===== config.mk =====
export PLATFORM = sky130hd
export DESIGN_NAME = irqc64
export DESIGN_NICKNAME = d
export VERILOG_FILES = /design/src/rtl/irqc64_pkg.sv /design/src/rtl/irqc64_src_cell.sv /design/src/rtl/irqc64_map.sv /design/src/rtl/irqc64_regs.sv /design/src/rtl/irqc64_vec.sv /design/src/rtl/irqc64.sv
export SDC_FILE = /design/constraint.sdc
export NUM_CORES = 1
export LEC_CHECK = 0
export BUFFER_PORTS_ARGS = -buffer_cell sky130_fd_sc_hd__buf_2
export CAP_MARGIN = 20
export CELL_PAD_IN_SITES_DETAIL_PLACEMENT = 0
export CELL_PAD_IN_SITES_GLOBAL_PLACEMENT = 1
export CORE_MARGIN = 2
export CORE_UTILIZATION = 44
export CTS_CLUSTER_DIAMETER = 120
export CTS_CLUSTER_SIZE = 8
export DETAILED_ROUTE_END_ITERATION = 16
export PLACE_DENSITY = 0.77
export SYNTH_ARGS = -nofsm -noshare
export SYNTH_HDL_FRONTEND = slang
export SYNTH_HIERARCHICAL = 1
export SYNTH_SLANG_ARGS = --single-unit

===== constraint.sdc =====
create_clock -name clk -period 1.8 [get_ports clk]
set_input_delay 0.18 -clock clk [delete_from_list [all_inputs] [get_ports clk]]
set_output_delay 0.18 -clock clk [all_outputs]
set_load 0.1 [all_outputs]

===== src/rtl/irqc64_pkg.sv =====
package irqc64_pkg;

    localparam int NSRC   = 64;
    localparam int DW     = 32;
    localparam int AW     = 3;
    localparam int VEC_W  = 6;
    localparam int VEC_LSB = DW - VEC_W;

    localparam logic [AW-1:0] ADDR_EN_HI   = 3'd0;
    localparam logic [AW-1:0] ADDR_EN_LO   = 3'd1;
    localparam logic [AW-1:0] ADDR_PEND_HI = 3'd2;
    localparam logic [AW-1:0] ADDR_PEND_LO = 3'd3;
    localparam logic [AW-1:0] ADDR_SENSE   = 3'd4;
    localparam logic [AW-1:0] ADDR_VEC     = 3'd5;

    typedef enum logic [1:0] {
        KIND_RSVD = 2'd0,
        KIND_INT  = 2'd1,
        KIND_EXT  = 2'd2,
        KIND_PORT = 2'd3
    } src_kind_e;

    function automatic src_kind_e src_kind(input int s);
        if (s == 0 || s == 31)       return KIND_RSVD;
        else if (s >= 19 && s <= 25) return KIND_EXT;
        else if (s >= 48)            return KIND_PORT;
        else                         return KIND_INT;
    endfunction

    function automatic logic src_in_hi(input int s);
        return (s < 16) || (s >= 32 && s < 48);
    endfunction

    function automatic logic [4:0] src_bit(input int s);
        if (s == 0)       return 5'd0;
        else if (s < 16)  return 5'(16 - s);
        else if (s <= 18) return 5'(18 - s);
        else if (s <= 30) return 5'(33 - s);
        else if (s == 31) return 5'd0;
        else if (s < 48)  return 5'(63 - s);
        else              return 5'(s - 32);
    endfunction

    function automatic logic [4:0] sense_bit(input int s);
        if (src_kind(s) == KIND_EXT)       return 5'(33 - s);
        else if (src_kind(s) == KIND_PORT) return 5'(s - 32);
        else                               return 5'd0;
    endfunction

    // Set of live sources that land on a given word/bit position.
    function automatic logic [NSRC-1:0] word_sel(input logic hi, input int b);
        logic [NSRC-1:0] m;
        m = '0;
        for (int s = 0; s < NSRC; s++) begin
            if (src_kind(s) != KIND_RSVD && src_in_hi(s) == hi && int'(src_bit(s)) == b)
                m[s] = 1'b1;
        end
        return m;
    endfunction

    // Sense bits that belong to a programmable source.
    function automatic logic [DW-1:0] sense_valid();
        logic [DW-1:0] m;
        m = '0;
        for (int s = 0; s < NSRC; s++) begin
            if (src_kind(s) == KIND_EXT || src_kind(s) == KIND_PORT)
                m[sense_bit(s)] = 1'b1;
        end
        return m;
    endfunction

endpackage


===== src/rtl/irqc64_src_cell.sv =====
module irqc64_src_cell
    import irqc64_pkg::*;
#(
    parameter src_kind_e KIND        = KIND_INT,
    parameter int        SYNC_STAGES = 2
) (
    input  logic clk,
    input  logic rst_n,
    input  logic src_n_i,
    input  logic edge_sel_i,
    input  logic clr_i,
    output logic pend_o
);

    logic [SYNC_STAGES-1:0] sync_q;
    logic                   prev_q;
    logic                   pend_q;
    logic                   pend_d;
    logic                   cur;
    logic                   fall;
    logic                   rise;

    assign cur  = sync_q[SYNC_STAGES-1];
    assign fall = prev_q & ~cur;
    assign rise = ~prev_q & cur;

    always_ff @(posedge clk or negedge rst_n) begin
        if (!rst_n) begin
            sync_q <= '1;
            prev_q <= 1'b1;
            pend_q <= 1'b0;
        end else begin
            sync_q <= {sync_q[SYNC_STAGES-2:0], src_n_i};
            prev_q <= cur;
            pend_q <= pend_d;
        end
    end

    always_comb begin
        unique case (KIND)
            KIND_RSVD: pend_d = 1'b0;
            KIND_INT:  pend_d = ~cur;
            KIND_EXT:  pend_d = edge_sel_i ? (fall | (pend_q & ~clr_i)) : ~cur;
            KIND_PORT: pend_d = (edge_sel_i ? fall : (fall | rise)) | (pend_q & ~clr_i);
            default:   pend_d = 1'b0;
        endcase
    end

    assign pend_o = pend_q;

endmodule


===== src/rtl/irqc64_map.sv =====
module irqc64_map
    import irqc64_pkg::*;
(
    input  logic [NSRC-1:0] pend_src,
    input  logic [DW-1:0]   en_hi,
    input  logic [DW-1:0]   en_lo,
    input  logic [DW-1:0]   sense,
    input  logic            clr_hi_wr,
    input  logic            clr_lo_wr,
    input  logic [DW-1:0]   wdata,
    output logic [DW-1:0]   pend_hi,
    output logic [DW-1:0]   pend_lo,
    output logic [NSRC-1:0] en_src,
    output logic [NSRC-1:0] edge_sel,
    output logic [NSRC-1:0] clr_src
);

    for (genvar b = 0; b < DW; b++) begin : g_word
        localparam logic [NSRC-1:0] SEL_HI = word_sel(1'b1, b);
        localparam logic [NSRC-1:0] SEL_LO = word_sel(1'b0, b);
        assign pend_hi[b] = |(pend_src & SEL_HI);
        assign pend_lo[b] = |(pend_src & SEL_LO);
    end

    for (genvar s = 0; s < NSRC; s++) begin : g_src
        localparam logic       IS_HI = src_in_hi(s);
        localparam logic [4:0] BIT   = src_bit(s);
        localparam logic [4:0] SBIT  = sense_bit(s);
        if (IS_HI) begin : g_hi
            assign en_src[s]  = en_hi[BIT];
            assign clr_src[s] = clr_hi_wr & wdata[BIT];
        end else begin : g_lo
            assign en_src[s]  = en_lo[BIT];
            assign clr_src[s] = clr_lo_wr & wdata[BIT];
        end
        assign edge_sel[s] = sense[SBIT];
    end

endmodule


===== src/rtl/irqc64_regs.sv =====
module irqc64_regs
    import irqc64_pkg::*;
(
    input  logic             clk,
    input  logic             rst_n,
    input  logic             wr,
    input  logic [AW-1:0]    addr,
    input  logic [DW-1:0]    wdata,
    input  logic [DW-1:0]    pend_hi,
    input  logic [DW-1:0]    pend_lo,
    input  logic [VEC_W-1:0] vec,
    output logic [DW-1:0]    en_hi,
    output logic [DW-1:0]    en_lo,
    output logic [DW-1:0]    sense,
    output logic             clr_hi_wr,
    output logic             clr_lo_wr,
    output logic [DW-1:0]    rdata
);

    localparam logic [DW-1:0] SENSE_KEEP = sense_valid();

    always_ff @(posedge clk or negedge rst_n) begin
        if (!rst_n) begin
            en_hi <= '0;
            en_lo <= '0;
            sense <= '0;
        end else if (wr) begin
            if (addr == ADDR_EN_HI) en_hi <= wdata;
            if (addr == ADDR_EN_LO) en_lo <= wdata;
            if (addr == ADDR_SENSE) sense <= wdata & SENSE_KEEP;
        end
    end

    assign clr_hi_wr = wr && (addr == ADDR_PEND_HI);
    assign clr_lo_wr = wr && (addr == ADDR_PEND_LO);

    always_comb begin
        unique case (addr)
            ADDR_EN_HI:   rdata = en_hi;
            ADDR_EN_LO:   rdata = en_lo;
            ADDR_PEND_HI: rdata = pend_hi;
            ADDR_PEND_LO: rdata = pend_lo;
            ADDR_SENSE:   rdata = sense;
            ADDR_VEC:     rdata = {vec, {VEC_LSB{1'b0}}};
            default:      rdata = '0;
        endcase
    end

endmodule


===== src/rtl/irqc64_vec.sv =====
module irqc64_vec
    import irqc64_pkg::*;
(
    input  logic             clk,
    input  logic             rst_n,
    input  logic [NSRC-1:0]  pend_src,
    input  logic [NSRC-1:0]  en_src,
    output logic [VEC_W-1:0] vec_q
);

    logic [NSRC-1:0]  cand;
    logic [VEC_W-1:0] vec_d;

    assign cand = pend_src & en_src;

    // Walk downward so the lowest live number wins; source 0 never reports.
    always_comb begin
        vec_d = '0;
        for (int s = NSRC - 1; s >= 1; s--) begin
            if (cand[s]) vec_d = VEC_W'(s);
        end
    end

    always_ff @(posedge clk or negedge rst_n) begin
        if (!rst_n) vec_q <= '0;
        else        vec_q <= vec_d;
    end

endmodule


===== src/rtl/irqc64.sv =====
module irqc64
    import irqc64_pkg::*;
#(
    parameter int SYNC_STAGES = 2
) (
    input  logic            clk,
    input  logic            rst_n,
    input  logic [NSRC-1:0] src_n,
    input  logic            reg_wr,
    input  logic [AW-1:0]   reg_addr,
    input  logic [DW-1:0]   reg_wdata,
    output logic [DW-1:0]   reg_rdata,
    output logic            irq_out
);

    logic [NSRC-1:0]  pend_src;
    logic [NSRC-1:0]  en_src;
    logic [NSRC-1:0]  edge_sel;
    logic [NSRC-1:0]  clr_src;
    logic [DW-1:0]    pend_hi;
    logic [DW-1:0]    pend_lo;
    logic [DW-1:0]    en_hi;
    logic [DW-1:0]    en_lo;
    logic [DW-1:0]    sense_q;
    logic             clr_hi_wr;
    logic             clr_lo_wr;
    logic [VEC_W-1:0] vec_q;

    for (genvar s = 0; s < NSRC; s++) begin : g_cell
        irqc64_src_cell #(
            .KIND        (src_kind(s)),
            .SYNC_STAGES (SYNC_STAGES)
        ) u_cell (
            .clk        (clk),
            .rst_n      (rst_n),
            .src_n_i    (src_n[s]),
            .edge_sel_i (edge_sel[s]),
            .clr_i      (clr_src[s]),
            .pend_o     (pend_src[s])
        );
    end

    irqc64_map u_map (
        .pend_src  (pend_src),
        .en_hi     (en_hi),
        .en_lo     (en_lo),
        .sense     (sense_q),
        .clr_hi_wr (clr_hi_wr),
        .clr_lo_wr (clr_lo_wr),
        .wdata     (reg_wdata),
        .pend_hi   (pend_hi),
        .pend_lo   (pend_lo),
        .en_src    (en_src),
        .edge_sel  (edge_sel),
        .clr_src   (clr_src)
    );

    irqc64_regs u_regs (
        .clk       (clk),
        .rst_n     (rst_n),
        .wr        (reg_wr),
        .addr      (reg_addr),
        .wdata     (reg_wdata),
        .pend_hi   (pend_hi),
        .pend_lo   (pend_lo),
        .vec       (vec_q),
        .en_hi     (en_hi),
        .en_lo     (en_lo),
        .sense     (sense_q),
        .clr_hi_wr (clr_hi_wr),
        .clr_lo_wr (clr_lo_wr),
        .rdata     (reg_rdata)
    );

    irqc64_vec u_vec (
        .clk      (clk),
        .rst_n    (rst_n),
        .pend_src (pend_src),
        .en_src   (en_src),
        .vec_q    (vec_q)
    );

    assign irq_out = (|(pend_hi & en_hi)) | (|(pend_lo & en_lo));

endmodule


==> impl_results.md <==
* Vias/cell at 5.216
* Core ar. at 31,310 sq um
* Setup Skew at 0.01684 ns
* Gr usage total at 0.2596
* DR WL/cell at 22.82 um
* Most frequent cells in the layout: 147 x dfstp_2, 141 x buf_4, 130 x dfrtp_1
* PortBufs at 132
* Fillers at 2,383
* Arr. time, crit path at 2.42 ns
* Slew headroom at 0.4275
* Worst hold slack at 0.1812 ns
* CTS Root Cell: clkbuf_16
* Post-Synthesis Cells at 1,093
* Antenna violations before repair at 0
* Status: finished with violations
* Share of cells above drive strength 1 at 0.5708
* Worst setup EP type: primary output
* Slew @ Worst Pin at 0.8556 ns
* Clock sink count at 302
* Total Wirelength at 42.03 mm
* Commonest non-fill, non-tap cell in the layout: dfstp_2
* Worst Hold Class: in -> async
* Leak Pwr at 8.497 nW
* Final Hold Vio Count at 0
* H-tree levels at 2
* Setup violators final at 37
* Max_cap viols at 0
* WP data required at 1.62 ns
* IO Count at 135
* Post-route ant nets at 0
* Hpwl dp at 30.38 mm
* Clk_lat worst skew at 0.54 ns
* Vias in the first global route at 10,373
* Setup WS post-layout at -0.8050 ns
* Die Y at 181.8 um
* Worst ir drop on vdd at 853.4 uV
* Crit Path Category: reg -> out
* Slowest Stage Delay on Critical Path at 0.58 ns
* TritonRoute pass-1 iters at 5
* Worst setup SP type: flop
* # DRC at 0
* Crit-path cells: a22o_1 > a221oi_2 > nand4_1 > or4_4 > buf_12
* Mapped Area at 13,910 sq um
* Layout Nets at 1,525
* Via Count at 9,608
* DRT iter0 DRCs at 557
* Synth warnings at 6
* Max stage delay cell, worst path: or4_4
* Post-Syn Area per Cell at 12.73 sq um
* Period utilisation layout at 1.447
* Slew Viols, Final at 0
* Critical Path Fanout Max at 2
* Die area at 33,060 sq um
* Die W at 181.8 um
* Placer Congestion at 0.9134
* Fmax at 383.9 MHz
* Clk pin slew, worst setup/hold paths at 0.07 ns
* Pin count of the biggest net entering global routing at 60
* GR Overflow Total at 0
* First-pass GRT wire length at 63.49 mm
* RSZ-0062 raised after global routing: true
* Period minus WS final at 2.605 ns
* TritonCTS clock tree: done
* Starting Density at 0.4444
* Failing checks: negative setup slack
* Setup TNS at -9.442 ns
* Area growth, synth to finish at 37.87%
* Fin cells at 1,842
* Cells after DPL at 1,646
* Maximum clock path buffer count at 3
* Row count at 65
* Ant diodes at 0
* PwrDens at 1153 nW/um^2
* Num CTS Buffers at 43
-- report_power, final --
group	leakage [nW]	internal (mW)	total (mW)	switching (mW)
clock network	0.597	4.59	7.50	2.91
logic	4.58	3.03	6.15	3.12
registers	3.32	7.69	8.47	0.784
-- repair_timing --
| action | 4_1_cts | 5_1_grt |
|---|---|---|
| endpoints found under the setup margin | 39 | 39 |
| hold buffers | 95 | 0 |
| gates resized for setup | 183 | 49 |
| gates cloned | 0 | 0 |
| setup buffers | 17 | 18 |
| pin swaps | 43 | 30 |
| hold endpoints to repair | 200 | 0 |
-- sequential cells by signal, summed over array words and instances, names as in the netlist --
signal,flops
g_cell.u_cell/pend_o,62
g_cell.u_cell/sync_q,124
u_regs/sense,23
u_regs/en_hi,32
g_cell.u_cell/prev_q,23
u_regs/en_lo,32
u_vec/vec_q,6
-- metrics by stage --
| step | worst slack [ns] | cell area (sq um) | power [mW] | util |
|---|---|---|---|---|
| final | -0.8050 | 19180 | 22.12 | 0.6126 |
| after global routing | -0.8537 | 19180 | 23.05 | 0.6126 |
| after CTS | -0.8092 | 18890 | 22.00 | 0.6034 |
| after detailed placement | -0.3757 | 15920 | 13.66 | 0.5085 |
| after global placement | -0.3716 | 15920 | 13.62 | 0.5085 |
| after floorplan | -0.1748 | 14120 | 11.74 | - |
-- critical path, delay by kind of cell, from the launching register on --
family | cells | cell delay (ns)
simple gates | 2 | 0.71
compound gates | 2 | 0.58
flops | 1 | 0.40
buf+inv | 1 | 0.19
-- routing by layer --
metal  part of all wire  vias to the layer above  track usage
met5                  0                        -            0
met4              0.027                        0      0.08000
met3              0.049                       68      0.04312
met2               0.48                      276       0.4256
met1               0.45                     4921       0.3549
li1                   -                     4343            -
-- final timing paths --
path / from / end / slack, ns / cells after the start
max: g_cell[1].u_cell/pend_o$_DFF_PN0_ / irq_out / -0.80 / 5
min: rst_n / g_cell[4].u_cell/pend_o$_DFF_PN0_ / 0.18 / 2
max reg2reg: g_cell[55].u_cell/pend_o$_DFF_PN0_ / u_vec/vec_q[0]$_DFF_PN0_ / -0.20 / 9
min reg2reg: g_cell[57].u_cell/sync_q[0]$_DFF_PN1_ / g_cell[57].u_cell/sync_q[1]$_DFF_PN1_ / 0.35 / 0
max in group asynchronous: rst_n / g_cell[62].u_cell/sync_q[0]$_DFF_PN1_ / 0.89 / 3
min in group clk: src_n[22] / g_cell[22].u_cell/sync_q[0]$_DFF_PN1_ / 0.28 / 2
-- final cells by class --
| type | count | area (sq um) | share of cell area |
|---|---|---|---|
| multi-input combinational | 539 | 5181 | 0.2701 |
| timing repair buffer | 444 | 4180 | 0.2179 |
| clock buffer | 76 | 1231 | 0.06418 |
| clock inverter | 2 | 25.02 | 0.001305 |
| tap | 402 | 503.0 | 0.02622 |
| sequential | 302 | 7772 | 0.4052 |
| inverter | 77 | 289.0 | 0.01507 |
No activity file was read; power rests on OpenSTA's default activity.
